File: config.mk
export PLATFORM = sky130hd
export DESIGN_NAME = hz_ctrl
export DESIGN_NICKNAME = d
export VERILOG_FILES = /design/src/rtl/hz_pkg.sv /design/src/rtl/hz_src_fwd.sv /design/src/rtl/hz_load_use.sv /design/src/rtl/hz_wt.sv /design/src/rtl/hz_ctrl.sv
export SDC_FILE = /design/constraint.sdc
export NUM_CORES = 1
export LEC_CHECK = 0
export BUFFER_PORTS_ARGS = -buffer_cell sky130_fd_sc_hd__buf_2
export CORE_AREA = 2 2 39 41
export DETAILED_ROUTE_END_ITERATION = 16
export DIE_AREA = 0 0 41 43
export PLACE_DENSITY = 0.84
export SETUP_SLACK_MARGIN = 0.05
export SYNTH_ARGS = -nofsm -noshare
export SYNTH_HDL_FRONTEND = slang
export SYNTH_SLANG_ARGS = --single-unit
File: constraint.sdc
create_clock -name vclk -period 3.6
set_clock_uncertainty 0.2 [all_clocks]
set_input_delay 0.9 -clock vclk [all_inputs]
set_output_delay 0.9 -clock vclk [all_outputs]
set_load 0.1 [all_outputs]
File: src/rtl/hz_pkg.sv
package hz_pkg;
  typedef enum logic [1:0] {
    SEL_RF  = 2'd0,
    SEL_MEM = 2'd1,
    SEL_WB  = 2'd2
  } fwd_sel_e;
endpackage

File: src/rtl/hz_src_fwd.sv
module hz_src_fwd
  import hz_pkg::*;
#(
  parameter int REG_W = 3
) (
  input  logic [REG_W-1:0] src_i,
  input  logic             src_rd_i,
  input  logic             mem_ok_i,
  input  logic [REG_W-1:0] mem_rd_i,
  input  logic             wb_ok_i,
  input  logic [REG_W-1:0] wb_rd_i,
  output fwd_sel_e         sel_o
);
  logic hit_mem, hit_wb;
  assign hit_mem = src_rd_i && mem_ok_i && (mem_rd_i == src_i);
  assign hit_wb  = src_rd_i && wb_ok_i  && (wb_rd_i  == src_i);

  // younger producer first
  always_comb begin
    if (hit_mem)     sel_o = SEL_MEM;
    else if (hit_wb) sel_o = SEL_WB;
    else             sel_o = SEL_RF;
  end
endmodule

File: src/rtl/hz_load_use.sv
module hz_load_use #(
  parameter int REG_W = 3
) (
  input  logic [REG_W-1:0] rs_i,
  input  logic             rs_rd_i,
  input  logic [REG_W-1:0] rt_i,
  input  logic             rt_rd_i,
  input  logic             rt_late_i,
  input  logic [REG_W-1:0] ld_rd_i,
  input  logic             ld_ok_i,
  output logic             stall_o
);
  logic rs_need, rt_need;
  assign rs_need = rs_rd_i && (rs_i == ld_rd_i);
  // store data is bypassed later from writeback
  assign rt_need = rt_rd_i && !rt_late_i && (rt_i == ld_rd_i);
  assign stall_o = ld_ok_i && (rs_need || rt_need);
endmodule

File: src/rtl/hz_wt.sv
module hz_wt #(
  parameter int REG_W = 3,
  parameter int N_RD  = 2
) (
  input  logic [N_RD-1:0][REG_W-1:0] rd_idx_i,
  input  logic [N_RD-1:0]            rd_en_i,
  input  logic [REG_W-1:0]           wr_idx_i,
  input  logic                       wr_en_i,
  output logic [N_RD-1:0]            hit_o
);
  for (genvar g = 0; g < N_RD; g++) begin : g_port
    assign hit_o[g] = rd_en_i[g] && wr_en_i && (rd_idx_i[g] == wr_idx_i);
  end
endmodule

File: src/rtl/hz_ctrl.sv
module hz_ctrl
  import hz_pkg::*;
#(
  parameter int REG_W = 3
) (
  input  logic [REG_W-1:0] dec_rs_i,
  input  logic             dec_rs_rd_i,
  input  logic [REG_W-1:0] dec_rt_i,
  input  logic             dec_rt_rd_i,
  input  logic             dec_rt_late_i,
  input  logic [REG_W-1:0] ex_rs_i,
  input  logic             ex_rs_rd_i,
  input  logic [REG_W-1:0] ex_rt_i,
  input  logic             ex_rt_rd_i,
  input  logic [REG_W-1:0] ex_rd_i,
  input  logic             ex_we_i,
  input  logic             ex_load_i,
  input  logic             ex_vld_i,
  input  logic [REG_W-1:0] mem_rd_i,
  input  logic             mem_we_i,
  input  logic             mem_load_i,
  input  logic             mem_vld_i,
  input  logic [REG_W-1:0] mem_st_src_i,
  input  logic             mem_st_rd_i,
  input  logic [REG_W-1:0] wb_rd_i,
  input  logic             wb_we_i,
  input  logic             wb_vld_i,
  output logic [1:0]       fwd_a_sel_o,
  output logic [1:0]       fwd_b_sel_o,
  output logic             st_data_fwd_o,
  output logic             wt_a_o,
  output logic             wt_b_o,
  output logic             stall_o,
  output logic             bubble_o
);
  localparam int NOPS = 2;

  logic mem_ok, wb_ok, ld_ok;
  assign mem_ok = mem_vld_i && mem_we_i && !mem_load_i;
  assign wb_ok  = wb_vld_i && wb_we_i;
  assign ld_ok  = ex_vld_i && ex_we_i && ex_load_i;

  logic [NOPS-1:0][REG_W-1:0] ex_src;
  logic [NOPS-1:0]            ex_src_rd;
  fwd_sel_e                   sel [NOPS];
  assign ex_src    = {ex_rt_i, ex_rs_i};
  assign ex_src_rd = {ex_rt_rd_i, ex_rs_rd_i};

  for (genvar g = 0; g < NOPS; g++) begin : g_op
    hz_src_fwd #(.REG_W(REG_W)) i_fwd (
      .src_i   (ex_src[g]),
      .src_rd_i(ex_src_rd[g]),
      .mem_ok_i(mem_ok),
      .mem_rd_i(mem_rd_i),
      .wb_ok_i (wb_ok),
      .wb_rd_i (wb_rd_i),
      .sel_o   (sel[g])
    );
  end
  assign fwd_a_sel_o = sel[0];
  assign fwd_b_sel_o = sel[1];

  assign st_data_fwd_o = mem_st_rd_i && wb_ok && (wb_rd_i == mem_st_src_i);

  logic [NOPS-1:0] wt_hit;
  hz_wt #(.REG_W(REG_W), .N_RD(NOPS)) i_wt (
    .rd_idx_i({dec_rt_i, dec_rs_i}),
    .rd_en_i ({dec_rt_rd_i, dec_rs_rd_i}),
    .wr_idx_i(wb_rd_i),
    .wr_en_i (wb_ok),
    .hit_o   (wt_hit)
  );
  assign wt_a_o = wt_hit[0];
  assign wt_b_o = wt_hit[1];

  logic stall;
  hz_load_use #(.REG_W(REG_W)) i_lu (
    .rs_i     (dec_rs_i),
    .rs_rd_i  (dec_rs_rd_i),
    .rt_i     (dec_rt_i),
    .rt_rd_i  (dec_rt_rd_i),
    .rt_late_i(dec_rt_late_i),
    .ld_rd_i  (ex_rd_i),
    .ld_ok_i  (ld_ok),
    .stall_o  (stall)
  );
  assign stall_o  = stall;
  assign bubble_o = stall;
endmodule

==> results of run 1 <==
==> per-stage QoR <==
stage                     std cells  util (%)  hold slack, ns  power [mW]
after global routing            114      54.4            1.98      0.0908
after CTS                       114      54.4            1.97      0.0844
after floorplan                  55         -            1.82      0.0504
after detailed placement        114      54.4            1.97      0.0842
final                           114      54.4            1.97      0.0836
after global placement          114      54.4            1.96      0.0812
==> critical path, cell delays in order <==
cell and delay, ns:
buf_2 0.15, xor2_1 0.16, or4_1 0.56, a31oi_4 0.20
buf_12 0.20
==> where the power goes <==
group | internal, mW | switching (mW) | leakage [nW]
combinational | 0.0356 | 0.0479 | 0.354
sequential | 0 | 0 | 0
clock | 0 | 0 | 0
==> area by class of cell <==
| cell class | count | area share (%) |
|---|---|---|
| multi-input cells | 49 | 60.1 |
| repair buffers | 49 | 37.2 |
| well taps | 16 | 2.66 |
==> Yosys cell counts (all sizes together) <==
| cell type | count | share of area (%) |
|---|---|---|
| nand3b | 1 | 1.8 |
| and3 | 2 | 3.0 |
| a21oi | 1 | 1.2 |
| nor4 | 3 | 4.5 |
| nand3 | 6 | 7.2 |
| buf | 6 | 12 |
| xor2 | 19 | 40 |
| a31oi | 2 | 3.0 |
| nand4 | 2 | 3.0 |
| nor2b | 1 | 1.5 |
| xnor2 | 8 | 17 |
| nor3 | 2 | 2.4 |
| or4 | 2 | 3.6 |
==> worst min-delay path by stage <==
stage	end	slack (ns)
after floorplan	bubble_o	1.82
after global placement	fwd_b_sel_o[1]	1.96
after detailed placement	fwd_a_sel_o[1]	1.97
after CTS	fwd_a_sel_o[1]	1.97
after global routing	fwd_a_sel_o[1]	1.98
final	fwd_a_sel_o[1]	1.97
==> cells by family after synthesis <==
logic type	synth area share (%)
AOI/OAI and AO/OA	4.20
and+or+nand+nor	27.0
buffers and inverters	12.0
xor gates and xnor gates	56.8
==> metal layers <==
layer	global-route usage (%)	vias up
met4	1.33	0
met3	0.524	0
met1	16.5	236
li1	-	275
met2	34.1	29
met5	0	-
==> impl_summary.md, run 1 <==
Synthesis
The number of warnings issued by yosys is 0. Each instance of the synthesized netlist takes up on average 7.58 um^2. The post-synthesis instance area is 417 um^2. The number of nets in the synthesized netlist is 93. The sequential element share of the synthesized area is 0%. The cell count after synthesis came out at 55. Yosys mapped the design onto 15 distinct sky130hd cell types.

Critical path
Tracing the worst setup path back leads to its startpoint at wb_rd_i[2]. The critical path startpoint category is an input pin. The kind of end point of the critical path is a primary output. The worst setup path category is in2out. The data arrival time at the worst-slack endpoint is 2.16 ns. Following the worst setup path forward leads to its endpoint at fwd_a_sel_o[1]. The largest fanout on the critical path is 5. The data required time of the worst path is 2.50 ns.

Power
The total leakage power is 0.354 nW. Power spread over the standard cell area amounts to 111 nW/um^2. The largest voltage drop on the vdd net is 0.0000448 V.

Route
Detailed routing placed a total of 146 um of wire on met3. After detailed routing, the number of remaining DRC violations is 0. Wire segments on met2 add up to 755 um in the final route.

The average detailed-routed wire length per instance is 11.9 um. The overall via count from detail_route is 540. The detail route stage leaves a number of antenna-violating nets equal to 0. Summed over all layers, the routed wires come to 1360 um. The first-pass iteration count of the detailed router is 1.

After detailed routing, the wire length on met1 is 455 um. The first-iteration detailed-routing DRC count is 0. The detailed-route vias per instance is 4.74. The highest signal layer in the routed design is met3.

Layout
The finished cells cover 753 um^2. The most common cell after layout, fill and taps aside is buf_2. The final net count is 138. The number of diodes added for antenna fixing is 0.

The area growth from synthesis to layout is 80.8%. The filler cell count in the final layout is 127. In the finished layout, the clock tree contains a buffer count of 0. In the layout the commonest cells are buf_2 (45), xor2_1 (19), xnor2_1 (8).

The fraction of final layout cells sized beyond drive strength 1 is 56.1%. The multi-input combinational cell area is 453 um^2. The design has 0 sequential cells. The sequential standard cell area is 0 um^2.

Timing
Measured against its own limit, the worst slew margin works out to 67.4%. Counting I/O delays and the setup requirement, the final critical path takes 3.26 ns. The maximum achievable frequency is 0.306 GHz. The total count of max-transition violations in the final report is 0. The final setup violation count is 0. Setup repair after global routing left no endpoint under its margin. The count of endpoints failing hold in the final timing report was 0. The summed negative setup slack over all endpoints is 0 ns. In the finished design, the share of the clock period the worst path needs comes to 90.7%. For the pin with the worst max-slew slack, the measured transition is 0.493 ns. Setup slack on the critical path of the routed design comes to 0.336 ns.

GRT
The number of global-route vias before repair is 567. Entering global routing, the biggest net connects 6 pins. The wire length of the first global-routing pass is 2100 um. The overall fraction of global-route tracks in use is 16.4%.

The initial antenna violation count was 0. The global route total overflow is 0.

Floorplan
The die covers 1760 um^2. The floorplan core area is 1380 um^2. The number of core rows is 14. The initial utilization of the core area, before any placement, comes to 30.1%.

From left edge to right edge, the die measures 41 um. The vertical die dimension is 43 um. For this design the top-level I/O count stands at 47.

CTS
The number of gates resized after CTS was 0. In this run, post-CTS hold repair placed 0 buffers. Once the clock tree was built, the setup fixing pass inserted 0 buffers.

Placed design
Detailed placement ended at an HPWL of 1270 um. Buffers placed on the I/O ports in this run total 47. The placer's final routability congestion estimate is 0.734. The pre-CTS setup slack is 0.316 ns.

After detailed placement, the total cell area comes to 753 um^2.

Hold path
The startpoint identified for the worst hold timing path is ex_rs_rd_i. The number of cells on the worst hold path is 3. The tightest min-delay check is of the in2out type.

Run
Across the run, the number of max-cap violations was 0.

Status
The flow ran to the end, and the final reports show no timing, DRC or antenna violations.
No activity file was read; power rests on OpenSTA's default activity.
==> inputs of run 2 (changes only) <==
--- a/config.mk
+++ b/config.mk
@@ -6,10 +6,12 @@
 export NUM_CORES = 1
 export LEC_CHECK = 0
 export BUFFER_PORTS_ARGS = -buffer_cell sky130_fd_sc_hd__buf_2
-export CORE_AREA = 2 2 39 41
+export CELL_PAD_IN_SITES_DETAIL_PLACEMENT = 0
+export CELL_PAD_IN_SITES_GLOBAL_PLACEMENT = 1
+export CORE_MARGIN = 2
+export CORE_UTILIZATION = 24
 export DETAILED_ROUTE_END_ITERATION = 16
-export DIE_AREA = 0 0 41 43
-export PLACE_DENSITY = 0.84
+export PLACE_DENSITY = 0.95
 export SETUP_SLACK_MARGIN = 0.05
 export SYNTH_ARGS = -nofsm -noshare
 export SYNTH_HDL_FRONTEND = slang
==> impl_summary.md, run 2 (synthesis gave the netlist of run 1 again) <==
Timing
The summed negative setup slack over all endpoints is 0 ns. The final setup violation count is 0. The maximum achievable frequency is 0.307 GHz.

The count of endpoints failing hold in the final timing report is 0. The ratio of final minimum period to clock period is 90.5%. The clock period minus final worst setup slack is 3.26 ns.

Setup repair after global routing left no endpoint under its margin. The actual transition at the worst max-transition pin is 0.491 ns. The total count of max-transition violations in the final report is 0. Measured against its own limit, the worst slew margin works out to 67.5%.

Route
The final wirelength is 1270 um. The first-pass iteration count of the detailed router is 2. For this block, the initial DRC count from the detailed router was 1. Once detail routing completed, the nets flagged for antenna violations numbered 0.

The average detailed-routed wire length per instance is 11.1 um. The overall via count from detail_route is 541. After detailed routing, the number of vias per cell comes to 4.75. In the routed design, unresolved DRC markers number 0.

Hold path
The worst hold path belongs to the class in2out. The number of cells on the worst hold path is 3. The startpoint identified for the worst hold timing path is ex_rt_rd_i. The worst hold path terminates at fwd_b_sel_o[1].

GRT
The initial antenna violation count is 0. After global routing the overflow that remains totals 0. The first global-routing pass estimated 1920 um of wire.

Entering global routing, the biggest net connects 6 pins. The overall fraction of global-route tracks in use is 11.7%. The number of global-route vias before repair is 495.

Layout
The sequential standard cell area is 0 um^2. The net count of the finished layout is 137. Fill cells in the final layout number 166. Leaving out fill and tap cells, the most frequent cells in the layout are buf_2 (44), xor2_1 (19), xnor2_1 (8).

The layout has 0 clock buffers. 0 antenna diodes ended up in the layout. The post-route netlist has 55.7% of its cells at a drive strength greater than 1. The library cell used most frequently in the layout, excluding fill and tap cells, is buf_2.

The area growth from synthesis to layout is 82.9%. The number of sequential cells is 0. The multi-input combinational cell area is 453 um^2.

CTS
Once the clock tree was built, the resizer swapped 0 gates to a different size. The number of setup buffers added after CTS is 0. The post-cts hold buffer count is 0.

Floorplan
The number of core rows is 15. The initial utilization of the core area, before any placement, comes to 24.9%. The core region is 1670 um^2. The width of the chip is 45.7 um. The floorplan step defined a die boundary enclosing 2090 um^2. 47 I/O pins were placed.

The die is 45.7 um tall.

Critical path
Counting both buffers and inverters, the worst setup path holds a total of 2. The critical path startpoint category is an input pin. Data on the critical path arrives at its endpoint at 2.16 ns. STA puts the critical path data required time at 2.50 ns. In this design, the stage delay of the slowest critical-path cell is 0.57 ns. The slowest stage cell on the critical path is or4_1. The kind of cell with the highest combined delay along the critical path is simple AND/OR/NAND/NOR gates. The largest fanout on the critical path is 5. STA classifies the critical path endpoint as a primary output.

The critical path goes through buf_2 -> xor2_1 -> or4_1 -> a31oi_4 -> buf_12. The critical path is of the in2out type.

Power
The total leakage power is 0.351 nW. Across the VDD grid, the largest voltage drop is 0.0000507 V. The total power of the final layout is 0.0824 mW.

The cell area power density is 108 nW/um^2.

Status
The run finished with clean final reports.

Run
The reported max-cap violation count is 0.

Placed design
Buffers placed on the I/O ports in this run total 47. The congestion estimate from routability-driven global placement came to 0.690.
run 2: cell count changes in the layout (fill, tap and decap cells not counted):
cell    delta
buf_2      -1
buf_4      -1
buf_12     +1
run 2: worst max path at each step:
stage,start,endpoint,slack [ns],cells after the start
finish,wb_rd_i[2],fwd_b_sel_o[1],0.34,5
global route,wb_rd_i[2],fwd_b_sel_o[1],0.30,5
global placement,wb_rd_i[2],fwd_b_sel_o[1],0.33,5
detailed placement,wb_rd_i[2],fwd_b_sel_o[1],0.33,5
floorplan,wb_rd_i[2],fwd_b_sel_o[1],0.17,4
CTS,wb_rd_i[2],fwd_b_sel_o[1],0.33,5
run 2: stage by stage:
step | util (%) | setup WS [ns] | instance area [um^2] | std cells | hold slack [ns]
6_report | 45.6 | 0.341 | 762 | 114 | 1.96
5_1_grt | 45.6 | 0.298 | 762 | 114 | 1.98
4_1_cts | 45.6 | 0.331 | 762 | 114 | 1.96
3_5_place_dp | 45.6 | 0.331 | 762 | 114 | 1.96
3_3_place_gp | 45.6 | 0.329 | 762 | 114 | 1.96
2_1_floorplan | - | 0.170 | 503 | 55 | 1.82
run 2: metal layers:
layer	vias to the layer above	track usage, %	part of all wire [%]
li1	275	-	-
met5	-	0	0
met2	14	23.4	58
met3	0	1.19	6.6
met4	0	0	0
met1	252	13.9	35
run 2: tightest hold or removal path, cell delays in order:
cell and delay [ns]:
buf_2 0.11, a31oi_4 0.09, buf_12 0.16
run 2: final cells by class:
type                            count  share of cell area (%)
Multi-Input combinational cell     49                    59.4
Tap cell                           17                    2.79
Timing Repair Buffer               48                    37.8
run 2: where the power goes:
group | leakage [nW] | total (mW) | internal, mW | switching, mW
registers | 0 | 0 | 0 | 0
logic | 0.351 | 0.0824 | 0.0356 | 0.0468
clock network | 0 | 0 | 0 | 0
==> inputs of run 3 (changes only) <==
--- a/config.mk
+++ b/config.mk
@@ -5,11 +5,13 @@
 export SDC_FILE = /design/constraint.sdc
 export NUM_CORES = 1
 export LEC_CHECK = 0
+export ABC_AREA = 1
 export BUFFER_PORTS_ARGS = -buffer_cell sky130_fd_sc_hd__buf_2
 export CELL_PAD_IN_SITES_DETAIL_PLACEMENT = 0
 export CELL_PAD_IN_SITES_GLOBAL_PLACEMENT = 1
+export CORE_ASPECT_RATIO = 1.5
 export CORE_MARGIN = 2
-export CORE_UTILIZATION = 24
+export CORE_UTILIZATION = 26
 export DETAILED_ROUTE_END_ITERATION = 16
 export PLACE_DENSITY = 0.95
 export SETUP_SLACK_MARGIN = 0.05
==> impl_summary.md, run 3 <==
Run
Across the run, the number of max-cap violations was 0.

Synthesis
Synthesis produced a netlist whose cell count is 104. In this run the cell area of the synthesized design comes to 544 um^2. Yosys attributes the largest share of cell area to nand2_1 (26%), xor2_1 (16%), inv_1 (10%). Counting instances in the post-synthesis netlist gives the leading cell types as nand2_1 (37), inv_1 (15), nor2_1 (15). The area fraction of the dominant cell type after synthesis is 25.5%.

The most frequent cell after synthesis is nand2_1. The synthesized netlist contains 14 unique library cells. For this run, the register share of the synthesized area comes to 0%. The cell type with the highest aggregate area in the netlist is nand2_1. The net count after synthesis is 142. Averaged over all synthesized cells, the footprint is 5.23 um^2. The Yosys step of the flow raised 0 warnings.

Status
The run finished with clean final reports.

Route
The final wirelength is 1460 um. The remaining number of nets flagged by the antenna check after routing is 0. After detailed routing, the average wire length per cell comes to 8.71 um.

The first-iteration detailed-routing DRC count is 3. The overall via count from detail_route is 705. The first detailed-routing pass took 4 iterations.

In the routed design, unresolved DRC markers number 0. The detailed-route vias per instance is 4.22.

Timing
The actual transition at the worst max-transition pin is 0.485 ns. The final setup violation count is 0. The ratio of final minimum period to clock period is 83.6%. The clock period minus final worst setup slack is 3.01 ns. The worst max-slew margin expressed relative to the limit is 67.9%. The total count of max-transition violations in the final report came to 0. Setup repair after global routing left no endpoint under its margin. The least setup slack across all paths after layout is 0.591 ns. The summed negative setup slack over all endpoints is 0 ns.

The count of endpoints failing hold in the final timing report was 0. Derived from the worst setup path, the maximum achievable clock frequency is 0.332 GHz.

CTS
The number of gates given a new drive strength after cts is 0. The post-cts hold buffer count is 0. The number of setup buffers added after CTS is 0.

Layout
The number of diodes added for antenna fixing is 0. Sequential cells placed in the final layout were counted as 0. The sequential standard cell area is 0 um^2. The final design instance area without fill is 757 um^2.

The most common cell after layout, fill and taps aside is buf_2. The final net count is 185. The area growth from synthesis to layout is 39.1%.

Of the cells placed in the final design, the portion with a size suffix greater than 1 is 36.6%. In the finished layout, the clock tree contains a buffer count of 0. The top cell types in the final layout, fill and taps aside, are buf_2 (47), nand2_1 (37), inv_1 (15).

Critical path
The data arrival time at the worst-slack endpoint is 1.91 ns. The largest fanout on the critical path is 5. The capture point of the critical path is fwd_b_sel_o[1]. The worst setup path is of the in2out kind. The kind of end point of the critical path is a primary output. In this run the worst setup path begins at wb_vld_i. For the worst setup path, the data required time is 2.50 ns. The critical path startpoint category is an input pin.

Placed design
Port buffering added 47 buffers. Once detailed placement completed, the half-perimeter wirelength came to 1390 um. Timing analysis after detailed placement gives a worst setup slack of 0.575 ns. The placement-stage cell area is 757 um^2. At the end of routability-driven placement, the weighted congestion stood at 0.699.

GRT
The first global-routing pass estimated 2240 um of wire. Entering global routing, the biggest net connects 6 pins. The overall fraction of global-route tracks in use is 12.2%. For this run the aggregate overflow at the end of global routing stands at 0.

The initial antenna violation count is 0. The number of global-route vias before repair is 615.

Floorplan
The width of the chip is 41.4 um. Measured along the y axis, the die boundary spans 60.0 um. The initial utilization of the core area, before any placement, comes to 27.2%.

47 I/O pins were placed. The die covers 2480 um^2. The floorplan step defined a core boundary enclosing 2000 um^2.

The number of core rows is 20.

Hold path
The worst hold path class is in2out.

Power
The total leakage power is 0.474 nW. The cell area power density is 105 nW/um^2. The largest voltage drop on the vdd net is 0.0000373 V.
run 3: cell families after synthesis:
group	synth area share, %
buffers and inverters	20.7
xor gates and xnor gates	24.1
AOI/OAI and AO/OA	3.68
and+or+nand+nor	51.5
run 3: power by group:
part | leakage, nW | switching, mW | internal, mW
sequential | 0 | 0 | 0
clock | 0 | 0 | 0
combinational | 0.474 | 0.0452 | 0.0342
run 3: worst min path at each step:
stage                 from             to  slack (ns)  cells after the start
6_report           ex_we_i       bubble_o        2.08                      4
5_1_grt        mem_st_rd_i  st_data_fwd_o        2.11                      4
4_1_cts            ex_we_i        stall_o        2.09                      4
3_5_place_dp       ex_we_i        stall_o        2.09                      4
3_3_place_gp       ex_we_i        stall_o        2.08                      4
2_1_floorplan      ex_we_i       bubble_o        1.85                      2
run 3: layout make-up:
class	instances	area (um^2)
fill	250	1240
inverter	15	56.3
multi-input combinational	83	438
tap	22	27.5
timing repair buffer	47	235
run 3: critical path: stages:
cell,delay [ns]
buf_2,0.07
nand2_1,0.04
inv_1,0.13
nand2_1,0.08
nor2_1,0.10
nand2_1,0.07
nor2_2,0.09
buf_2,0.42
run 3: per-stage QoR:
| step | total power, mW | utilization (%) | hold slack (ns) | cells |
|---|---|---|---|---|
| global placement | 0.0791 | 37.8 | 2.08 | 167 |
| floorplan | 0.0517 | - | 1.85 | 104 |
| finish | 0.0794 | 37.8 | 2.08 | 167 |
| detailed placement | 0.0805 | 37.8 | 2.09 | 167 |
| CTS | 0.0807 | 37.8 | 2.09 | 167 |
| global route | 0.0894 | 37.8 | 2.11 | 167 |
run 3: routing by layer:
metal	GRT usage (%)	vias up	wire length, um
met1	13.5	285	543
met3	0	0	128
met5	0	-	0
met4	0	0	0
li1	-	385	-
met2	25.2	35	782
